--- src/rtl/immSeqPkg.sv ---
package immSeqPkg;

  localparam int MAX_SLOTS       = 10;
  localparam int IDX_W           = $clog2(MAX_SLOTS + 1);
  localparam int BUS_CLKS        = 4;
  localparam int IDLE_FULL_CLKS  = 4;
  localparam int IDLE_SHORT_CLKS = 2;
  localparam int MAX_LEN         = 4;
  localparam int CNT_W           = $clog2(MAX_LEN);
  localparam int DK_W            = 4;

  localparam logic [DK_W-1:0] DK_DREG    = 4'd0;
  localparam logic [DK_W-1:0] DK_IND     = 4'd1;
  localparam logic [DK_W-1:0] DK_POSTINC = 4'd2;
  localparam logic [DK_W-1:0] DK_PREDEC  = 4'd3;
  localparam logic [DK_W-1:0] DK_DISP    = 4'd4;
  localparam logic [DK_W-1:0] DK_INDEX   = 4'd5;
  localparam logic [DK_W-1:0] DK_ABSW    = 4'd6;
  localparam logic [DK_W-1:0] DK_ABSL    = 4'd7;

  typedef enum logic [2:0] {
    SK_NONE   = 3'd0,
    SK_PROG   = 3'd1,
    SK_DRD    = 3'd2,
    SK_DWR    = 3'd3,
    SK_IDLE_S = 3'd4,
    SK_IDLE_F = 3'd5
  } slotKind_e;

  typedef struct packed {
    slotKind_e kind;
    logic      hi;
  } slot_t;

  typedef struct packed {
    slot_t [MAX_SLOTS-1:0] slots;
    logic  [IDX_W-1:0]     len;
  } plan_t;

  typedef struct packed {
    logic clrIdx;
    logic incIdx;
    logic clrCnt;
    logic incCnt;
  } seqStrobe_t;

  typedef enum logic [1:0] {
    ST_IDLE = 2'd0,
    ST_RUN  = 2'd1,
    ST_DONE = 2'd2
  } seqState_e;

  function automatic logic isBusSlot(slotKind_e k);
    return (k == SK_PROG) || (k == SK_DRD) || (k == SK_DWR);
  endfunction

  function automatic logic [CNT_W-1:0] slotLastCnt(slotKind_e k);
    case (k)
      SK_IDLE_S: return CNT_W'(IDLE_SHORT_CLKS - 1);
      SK_IDLE_F: return CNT_W'(IDLE_FULL_CLKS - 1);
      default:   return CNT_W'(BUS_CLKS - 1);
    endcase
  endfunction

  // Builds the ordered slot list for one instruction.
  function automatic plan_t buildPlan(logic isLong, logic [DK_W-1:0] dk);
    plan_t p;
    logic [IDX_W-1:0] n;
    p = '0;
    n = '0;
    if (dk[DK_W-1]) begin
      // Status/condition register: refetch after the mode settles.
      p.slots[n] = '{SK_PROG,   1'b0}; n = n + 1'b1;
      p.slots[n] = '{SK_IDLE_F, 1'b0}; n = n + 1'b1;
      p.slots[n] = '{SK_IDLE_F, 1'b0}; n = n + 1'b1;
      p.slots[n] = '{SK_PROG,   1'b0}; n = n + 1'b1;
      p.slots[n] = '{SK_PROG,   1'b0}; n = n + 1'b1;
    end else if (dk == DK_DREG) begin
      p.slots[n] = '{SK_PROG, 1'b0}; n = n + 1'b1;
      p.slots[n] = '{SK_PROG, 1'b0}; n = n + 1'b1;
      if (isLong) begin
        p.slots[n] = '{SK_PROG,   1'b0}; n = n + 1'b1;
        p.slots[n] = '{SK_IDLE_F, 1'b0}; n = n + 1'b1;
      end
    end else begin
      p.slots[n] = '{SK_PROG, 1'b0}; n = n + 1'b1;
      if (isLong) begin
        p.slots[n] = '{SK_PROG, 1'b0}; n = n + 1'b1;
      end
      if (dk == DK_PREDEC || dk == DK_INDEX) begin
        p.slots[n] = '{SK_IDLE_S, 1'b0}; n = n + 1'b1;
      end
      if (dk == DK_DISP || dk == DK_INDEX || dk == DK_ABSW || dk == DK_ABSL) begin
        p.slots[n] = '{SK_PROG, 1'b0}; n = n + 1'b1;
      end
      if (dk == DK_ABSL) begin
        p.slots[n] = '{SK_PROG, 1'b0}; n = n + 1'b1;
      end
      if (isLong) begin
        p.slots[n] = '{SK_DRD, 1'b1}; n = n + 1'b1;
        p.slots[n] = '{SK_DRD, 1'b0}; n = n + 1'b1;
        p.slots[n] = '{SK_PROG, 1'b0}; n = n + 1'b1;
        p.slots[n] = '{SK_DWR, 1'b0}; n = n + 1'b1;
        p.slots[n] = '{SK_DWR, 1'b1}; n = n + 1'b1;
      end else begin
        p.slots[n] = '{SK_DRD, 1'b0}; n = n + 1'b1;
        p.slots[n] = '{SK_PROG, 1'b0}; n = n + 1'b1;
        p.slots[n] = '{SK_DWR, 1'b0}; n = n + 1'b1;
      end
    end
    p.len = n;
    return p;
  endfunction

endpackage

--- src/rtl/immSeqTimer.sv ---
module immSeqTimer
  import immSeqPkg::*;
(
  input  logic             clk,
  input  logic             rstN,
  input  seqStrobe_t       strobe,
  output logic [CNT_W-1:0] cnt,
  output logic [IDX_W-1:0] idx
);

  always_ff @(posedge clk) begin
    if (!rstN) begin
      cnt <= '0;
      idx <= '0;
    end else begin
      if (strobe.clrCnt)      cnt <= '0;
      else if (strobe.incCnt) cnt <= cnt + 1'b1;
      if (strobe.clrIdx)      idx <= '0;
      else if (strobe.incIdx) idx <= idx + 1'b1;
    end
  end

  AST_CNT_STROBE_EXCL: assert property (@(posedge clk) disable iff (!rstN)
    $onehot0({strobe.clrCnt, strobe.incCnt}));
  AST_IDX_STROBE_EXCL: assert property (@(posedge clk) disable iff (!rstN)
    $onehot0({strobe.clrIdx, strobe.incIdx}));

endmodule

--- src/rtl/immSeqCtrl.sv ---
module immSeqCtrl
  import immSeqPkg::*;
(
  input  logic             clk,
  input  logic             rstN,
  input  logic             start,
  input  logic             sizeLong,
  input  logic [DK_W-1:0]  destKind,
  input  logic             busReady,
  input  logic [CNT_W-1:0] cnt,
  input  logic [IDX_W-1:0] idx,
  output seqStrobe_t       strobe,
  output logic [2:0]       slotKind,
  output logic             hiWord,
  output logic             done
);

  seqState_e        state, stateNxt;
  plan_t            planQ;
  slot_t            curSlot;
  logic [CNT_W-1:0] lastCnt;
  logic             atLast, curIsBus, slotEnd, finalSlot;

  assign curSlot   = (idx < IDX_W'(MAX_SLOTS)) ? planQ.slots[idx] : '0;
  assign curIsBus  = isBusSlot(curSlot.kind);
  assign lastCnt   = slotLastCnt(curSlot.kind);
  assign atLast    = (cnt == lastCnt);
  assign slotEnd   = (state == ST_RUN) && atLast && (!curIsBus || busReady);
  assign finalSlot = (idx == planQ.len - 1'b1);

  always_comb begin
    stateNxt = state;
    strobe   = '0;
    case (state)
      ST_IDLE: if (start) begin
        stateNxt      = ST_RUN;
        strobe.clrIdx = 1'b1;
        strobe.clrCnt = 1'b1;
      end
      ST_RUN: begin
        if (slotEnd) begin
          if (finalSlot) stateNxt = ST_DONE;
          else begin
            strobe.incIdx = 1'b1;
            strobe.clrCnt = 1'b1;
          end
        end else if (!atLast) begin
          strobe.incCnt = 1'b1;
        end
      end
      ST_DONE: stateNxt = ST_IDLE;
      default: stateNxt = ST_IDLE;
    endcase
  end

  always_ff @(posedge clk) begin
    if (!rstN) begin
      state <= ST_IDLE;
      planQ <= '0;
    end else begin
      state <= stateNxt;
      if (state == ST_IDLE && start) planQ <= buildPlan(sizeLong, destKind);
    end
  end

  assign slotKind = (state == ST_RUN) ? curSlot.kind : SK_NONE;
  assign hiWord   = (state == ST_RUN) && curSlot.hi;
  assign done     = (state == ST_DONE);

  AST_WAIT_HOLD: assert property (@(posedge clk) disable iff (!rstN)
    (state == ST_RUN && curIsBus && atLast && !busReady)
      |=> (state == ST_RUN && $stable(idx) && $stable(cnt)));
  AST_CNT_BOUND: assert property (@(posedge clk) disable iff (!rstN)
    (state == ST_RUN) |-> (cnt <= lastCnt));
  AST_IDLE_NO_STALL: assert property (@(posedge clk) disable iff (!rstN)
    (state == ST_RUN && !curIsBus && atLast)
      |=> (cnt == '0 || state == ST_DONE));
  AST_DONE_SINGLE: assert property (@(posedge clk) disable iff (!rstN)
    done |=> !done);
  AST_START_IGNORED: assert property (@(posedge clk) disable iff (!rstN)
    (state != ST_IDLE && start) |=> $stable(planQ));
  AST_IDX_BOUND: assert property (@(posedge clk) disable iff (!rstN)
    (state == ST_RUN) |-> (idx < planQ.len));

endmodule

--- src/rtl/immSlotSequencer.sv ---
module immSlotSequencer
  import immSeqPkg::*;
(
  input  logic        clk,
  input  logic        rstN,
  input  logic        start,
  input  logic        sizeLong,
  input  logic [3:0]  destKind,
  input  logic        busReady,
  output logic [2:0]  slotKind,
  output logic        hiWord,
  output logic        done
);

  seqStrobe_t       strobe;
  logic [CNT_W-1:0] cnt;
  logic [IDX_W-1:0] idx;

  immSeqCtrl uCtrl (
    .clk      (clk),
    .rstN     (rstN),
    .start    (start),
    .sizeLong (sizeLong),
    .destKind (destKind),
    .busReady (busReady),
    .cnt      (cnt),
    .idx      (idx),
    .strobe   (strobe),
    .slotKind (slotKind),
    .hiWord   (hiWord),
    .done     (done)
  );

  immSeqTimer uTimer (
    .clk    (clk),
    .rstN   (rstN),
    .strobe (strobe),
    .cnt    (cnt),
    .idx    (idx)
  );

endmodule

--- config.mk ---
export PLATFORM = sky130hd
export DESIGN_NAME = immSlotSequencer
export DESIGN_NICKNAME = d
export VERILOG_FILES = /design/src/rtl/immSeqPkg.sv /design/src/rtl/immSeqTimer.sv /design/src/rtl/immSeqCtrl.sv /design/src/rtl/immSlotSequencer.sv
export SDC_FILE = /design/constraint.sdc
export NUM_CORES = 1
export LEC_CHECK = 0
export ABC_AREA = 1
export BUFFER_PORTS_ARGS = -buffer_cell sky130_fd_sc_hd__buf_2
export CAP_MARGIN = 10
export CORE_UTILIZATION = 57
export CTS_CLUSTER_SIZE = 30
export DETAILED_ROUTE_END_ITERATION = 10
export MAX_ROUTING_LAYER = met4
export PLACE_DENSITY_LB_ADDON = 0.3
export SLEW_MARGIN = 10
export SYNTH_ARGS = -nofsm -noshare
export SYNTH_HDL_FRONTEND = slang
export SYNTH_SLANG_ARGS = --single-unit
export TNS_END_PERCENT = 100
--- constraint.sdc ---
create_clock -name clk -period 3.26 [get_ports clk]
set_input_delay 0.326 -clock clk [delete_from_list [all_inputs] [get_ports clk]]
set_output_delay 0.326 -clock clk [all_outputs]
set_load 0.005 [all_outputs]
# ---- Yosys cells after proc, flatten, opt, wreduce, memory -nomap -nowiden
# Cells that the tools add are included.
# Widths: inputs -> output; s select.
dict set report word_totals {
  regBits 52
  word_cells 212
}
dict set report op_classes {
  n_addsub 11
  bitwise 34
  reduce_logical 25
  muxes 84
  eq_ne 16
  n_lt_le_gt_ge 18
}
# operator n
set op_table {}
lappend op_table {{$mux 40} 16}
lappend op_table {{$not 30->30} 7}
lappend op_table {{$and 30x30->30} 6}
lappend op_table {{$mux 4} 36}
lappend op_table {{$demux 4 s4} 8}
lappend op_table {{$and 20x20->20} 3}
lappend op_table {{$not 20->20} 3}
lappend op_table {{$or 10x10->10} 6}
lappend op_table {{$or 20x20->20} 3}
lappend op_table {{$lt 4x5->1 const B} 9}
lappend op_table {{$mux 20} 2}
lappend op_table {{$add 4x1->4 const B} 9}
lappend op_table {{$ge 4x1->1 const B} 8}
lappend op_table {{$and 6x30->30} 1}
lappend op_table {{$or 30x30->30} 1}
lappend op_table {{$mux 24} 1}
lappend op_table {{$bmux 4 s4} 1}
lappend op_table {{$eq 4x3->1 const B} 4}
lappend op_table {{$mux 16} 1}
lappend op_table {{$mux 2} 8}
lappend op_table {{$logic_and 1x1->1} 12}
lappend op_table {{$and 10x10->10} 1}
lappend op_table {{$not 10->10} 1}
lappend op_table {{$or 2x10->10} 1}
lappend op_table {{25 further kinds} 40}

# ---- Longest topological paths before layout
dict set report logic_depth {
  depth_word 36
  depth_mapped 27
  ltp_nobuf 26
}

# ---- Cells and area by module
# Synthesis repeated with hierarchy kept, for this count alone.
dict set report unflattened {
  cells_unflattened 614
  hier_area_um2 3779.9
}
# mod cells_each n_inst area_each_um2 seq_area_each_um2
set modules_own_cells {}
lappend modules_own_cells {immSeqCtrl 579 1 3524.6 780.7}
lappend modules_own_cells {immSeqTimer 35 1 255.2 120.1}

# ---- Least setup slack after synthesis
# OpenSTA, ideal clock, no wires.
dict set report synth_timing {
  path_kind {input to register}
  startpoint {in sizeLong}
  endpoint {reg uCtrl.planQ[34] (netlist name)}
  path_stages 25
  t_arrival_ns 3.424
  required_ns 3.144
  slack_ns -0.280
  setup_time_ns 0.116
  n_path_buf 2
  cell_sequence {clkinv_1 > clkbuf_1 > fa_1 > nand3_4 > inv_1 > a21oi_1 > inv_1 > ha_1 > buf_2 > inv_2 > nand3_1 > nand2_1 > nand2_1 > nand2_1 > nand2_2 > nand2_1 > nand2_1 > nand2_1 > nand2_4 > inv_2 > nor2_4 > nand2_1 > o21ai_1 > o21ai_1 > nand2_1}
}
dict set report synth_between {
  elab_chain_cells 36
  elab_cells_between_ends 101
  classes_between {7 x add/sub; 16 x order compare; 54 x mux; 16 x bitwise; 8 x reduce/logical}
}
# element line
set synth_lines {}
lappend synth_lines {{from (decl)} immSlotSequencer.sv:7} ;# input logic sizeLong,
lappend synth_lines {{parallel branches: the longest is 33 deep, another holds $add 4x1->4} -}
lappend synth_lines {{$mux 40 (*)} immSeqPkg.sv:99} ;# if (isLong) begin
lappend synth_lines {{$mux 24 (*)} immSeqPkg.sv:78} ;# end else if (dk == DK_DREG) begin
lappend synth_lines {{$mux 20 (*)} immSeqPkg.sv:71} ;# if (dk[DK_W-1]) begin
lappend synth_lines {{to (signal assigned)} immSeqCtrl.sv:62} ;# if (state == ST_IDLE && start) planQ <= buildPlan(sizeLong, destKind);
lappend synth_lines {{to (decl)} immSeqCtrl.sv:19} ;# plan_t planQ;
# Mark *: on every way between the ends. The select of a mux whose other input is x is not followed.
# A chain may end at the register's enable or synchronous reset.

# ---- Final worst setup path
dict set report layout_timing {
  startpoint {in destKind[3]}
  endpoint {reg uCtrl.planQ[34] (netlist name)}
}
dict set report layout_between {
  elab_chain_cells 32
  elab_cells_between_ends 98
  classes_between {6 x add/sub; 14 x order compare; 5 x eq/ne; 47 x mux; 14 x bitwise; 12 x reduce/logical}
}
# element line
set layout_lines {}
lappend layout_lines {{from (decl)} immSlotSequencer.sv:8} ;# input logic [3:0] destKind,
lappend layout_lines {{parallel branches: the longest is 31 deep, another holds $add 4x1->4} -}
lappend layout_lines {{$mux 20 (*)} immSeqPkg.sv:71}
# Marks and branches as above.

==> results.md <==
- Pre-antenna DRT Iters: 5
- Utilization after layout: 69.22%
- CTS Buf Count: 5
- N_diodes: 0
- Endpoints failing setup: 0
- Iter 0 DRT Violations: 285
- Required time worst endpoint: 3.45 ns
- IO Port Bufs: 13
- Switch share: 39.48%
- Post-synth top area cell: dfxtp_1
- Clk sinks: 45
- Power per standard cell area: 408.6 mW/mm^2
- CTS tree: built
- H-tree depth: 2
- Worst slack at placement: -0.2132 ns
- Die Span X: 83.02 um
- Worst r2r src: uTimer.idx[1]$_SDFFE_PP0P_
- Fin. max-slew vios: 0
- Die height: 83.02 um
- Die area: 0.006891 mm^2
- Status: finished, final reports clean
- Final GP Congestion: 1.025
- Most frequent cells in the layout: nand2_1, nor2_1, inv_1, buf_4, o21ai_0
- Pin count of the biggest net entering global routing: 28
- Comb power frac: 47.1%
- Detail Placement HPWL: 8.607 mm
- CTS Buffer Depth: 2
- Hold Path Class: in -> reg
- FFs w/ async S/R, synth: 0%
- Gr usage total: 33.34%
- Switching power: 0.0007089 W
- Final worst setup slack: 0.1998 ns
- Reg2Reg Setup Slack: 0.48 ns
- Clock root cell: clkbuf_8
- Tmin final: 3.060 ns
- CTS clk-pin slew, worst paths: 0.08 ns
- Number of global-route vias before repair: 3891
- Final Hold Viols: 0
- Max VDD drop: 0.3400 mV
- Worst slew margin: 67.12%
- Post-synthesis net count: 626
- Initial antenna violation count: 0
- DRC: 0
- First-pass GRT wire length: 18.29 mm
- Synth unique cells: 44
- GR Overflow Total: 0
- Via Count: 4184
- Worst slew pin tran: 0.4881 ns
- Synthesis warning total: 0
- Routed length per instance: 15.06 um
- Synth top area share: 24.08%
- Post-synthesis sequential area ratio: 24.08%
- Final ANT Viol Nets: 0
- FP Rows: 29
- Final wirelength: 10.98 mm
- Final Cycle Share: 93.87%
- Layout fillers: 580
- EDFF count, synth: 0
- Synthesized area per cell: 6.266 um^2
- Post-Syn Instances: 597
- Critical Path Fanout Max: 6
- DR vias/cell: 5.739
- Fmax: 0.3268 GHz
- Fraction of layout cells with a size suffix above 1: 18.56%
- Top cells by area, synth: dfxtp_1, nand2_1, nor2_1, ha_1, o21ai_0
- Register share of total power: 33.5%
- Post-Route Skew: 0.004988 ns
- Worst hold path startpoint: rstN
- Synth Register Bits: 45
- Crit. End Element: flop
- Most common cell after layout, fill and taps aside: nand2_1
- Clock power frac: 19.5%
- Critical Path AT: 3.25 ns
- P&R area growth vs syn: 17.49%
- CP Launch Point: destKind[3]
- Clk_lat worst skew: 0.29 ns
- Storage cell area: 900.9 um^2
- Initial Util: 58.92%
- Core area: 0.006350 mm^2
- Ys flop type: dfxtp_1
- Leakage: 2.109 nW
- Int Power: 0.001087 W
- Setup TNS: 0 ns
- Mapped cell area: 0.003741 mm^2
- CP Launch Type: primary input
- Max-cap violations: 0
- IO Count: 14
- Area taken by multi-input logic gates: 0.002594 mm^2
- WS Path Type: in -> reg
- Final nets: 681
power by group through the flow:
stage          clock network (W)  registers (W)  logic [W]
6_report                0.000349       0.000601   0.000845
5_1_grt                 0.000373       0.000604   0.000934
4_1_cts                 0.000351       0.000600   0.000786
3_5_place_dp                   0       0.000613   0.000782
3_3_place_gp                   0       0.000612   0.000771
2_1_floorplan                  0       0.000607   0.000511
flip-flops by register name, summed over array words and instances (netlist names):
| register | cells |
|---|---|
| uTimer.cnt | 2 |
| uTimer.idx | 4 |
| uCtrl.planQ | 37 |
| uCtrl.state | 2 |
layer usage:
layer	vias up	global-route usage [%]	wire, um
li1	2078	-	-
met4	0	15.05	461
met2	166	55.07	5157
met5	-	-	0
met1	1910	41.59	4785
met3	30	2.684	574
cell families after synthesis:
group,share of synthesized area [%]
and+or+nand+nor,39.97
AOI/OAI and AO/OA,18.03
buffers and inverters,8.428
DFF,24.08
adders and majority gates,6.890
xor gates and xnor gates,2.609
area by class of cell:
cell class | instances | area share [%]
Multi-Input combinational cell | 470 | 59.01
Inverter | 65 | 5.693
Clock buffer | 7 | 1.964
Sequential cell | 45 | 20.50
Tap cell | 77 | 2.192
Timing Repair Buffer | 65 | 10.65
worst max-delay path: stages:
cell and delay, ns:
buf_2 0.11, inv_2 0.09, nand2_4 0.06, o21a_4 0.21
fa_2 0.55, inv_1 0.06, nand2_1 0.08, nand2_2 0.07
ha_2 0.32, inv_1 0.08, nor2_4 0.13, nand2_1 0.08
nand2_1 0.08, nand2_2 0.10, nand2_2 0.09, nand2_2 0.09
nand2_2 0.09, nand2_4 0.08, inv_4 0.09, nor2_4 0.04
nand2_1 0.08, o21ai_1 0.09, o21ai_1 0.19, nand2_1 0.07
final timing paths:
check / to / depth (start not counted)
min reg2reg: uCtrl.planQ[6]$_SDFFE_PN0P_ / 2
min: uCtrl.state[0]$_SDFFE_PN0P_ / 3
max reg2reg: uTimer.idx[2]$_SDFFE_PP0P_ / 12
max: uCtrl.planQ[34]$_SDFFE_PN0P_ / 24
cells in the mapped netlist (all sizes together) (4+ instances only):
| master | n |
|---|---|
| a31oi | 7 |
| nand3 | 50 |
| nand4 | 9 |
| buf | 7 |
| clkbuf | 10 |
| nand3b | 5 |
| inv | 62 |
| o21ai | 55 |
| a21oi | 24 |
| nand2 | 168 |
| dfxtp | 45 |
| ha | 19 |
| xor2 | 6 |
| nor3 | 8 |
| nor2 | 85 |
| o221ai | 6 |
| o211ai | 4 |
| a22o | 5 |
| o31ai | 4 |
through the flow:
step	hold WS [ns]	cells	cell area (um^2)	total power (W)
finish	0.3446	729	4395	0.001796
floorplan	0.4206	597	3766	0.001118
global route	0.3734	729	4395	0.001911
detailed placement	0.4397	721	4229	0.001395
CTS	0.3431	728	4315	0.001737
global placement	0.4335	721	4229	0.001383
repair_timing:
item,CTS,global route
gates resized for setup,0,13
endpoints found under the hold margin,0,0
hold buffers,0,0
buffers inserted,0,1
endpoints found under the setup margin,0,34
Note: power is estimated with default switching activity, not from simulation.
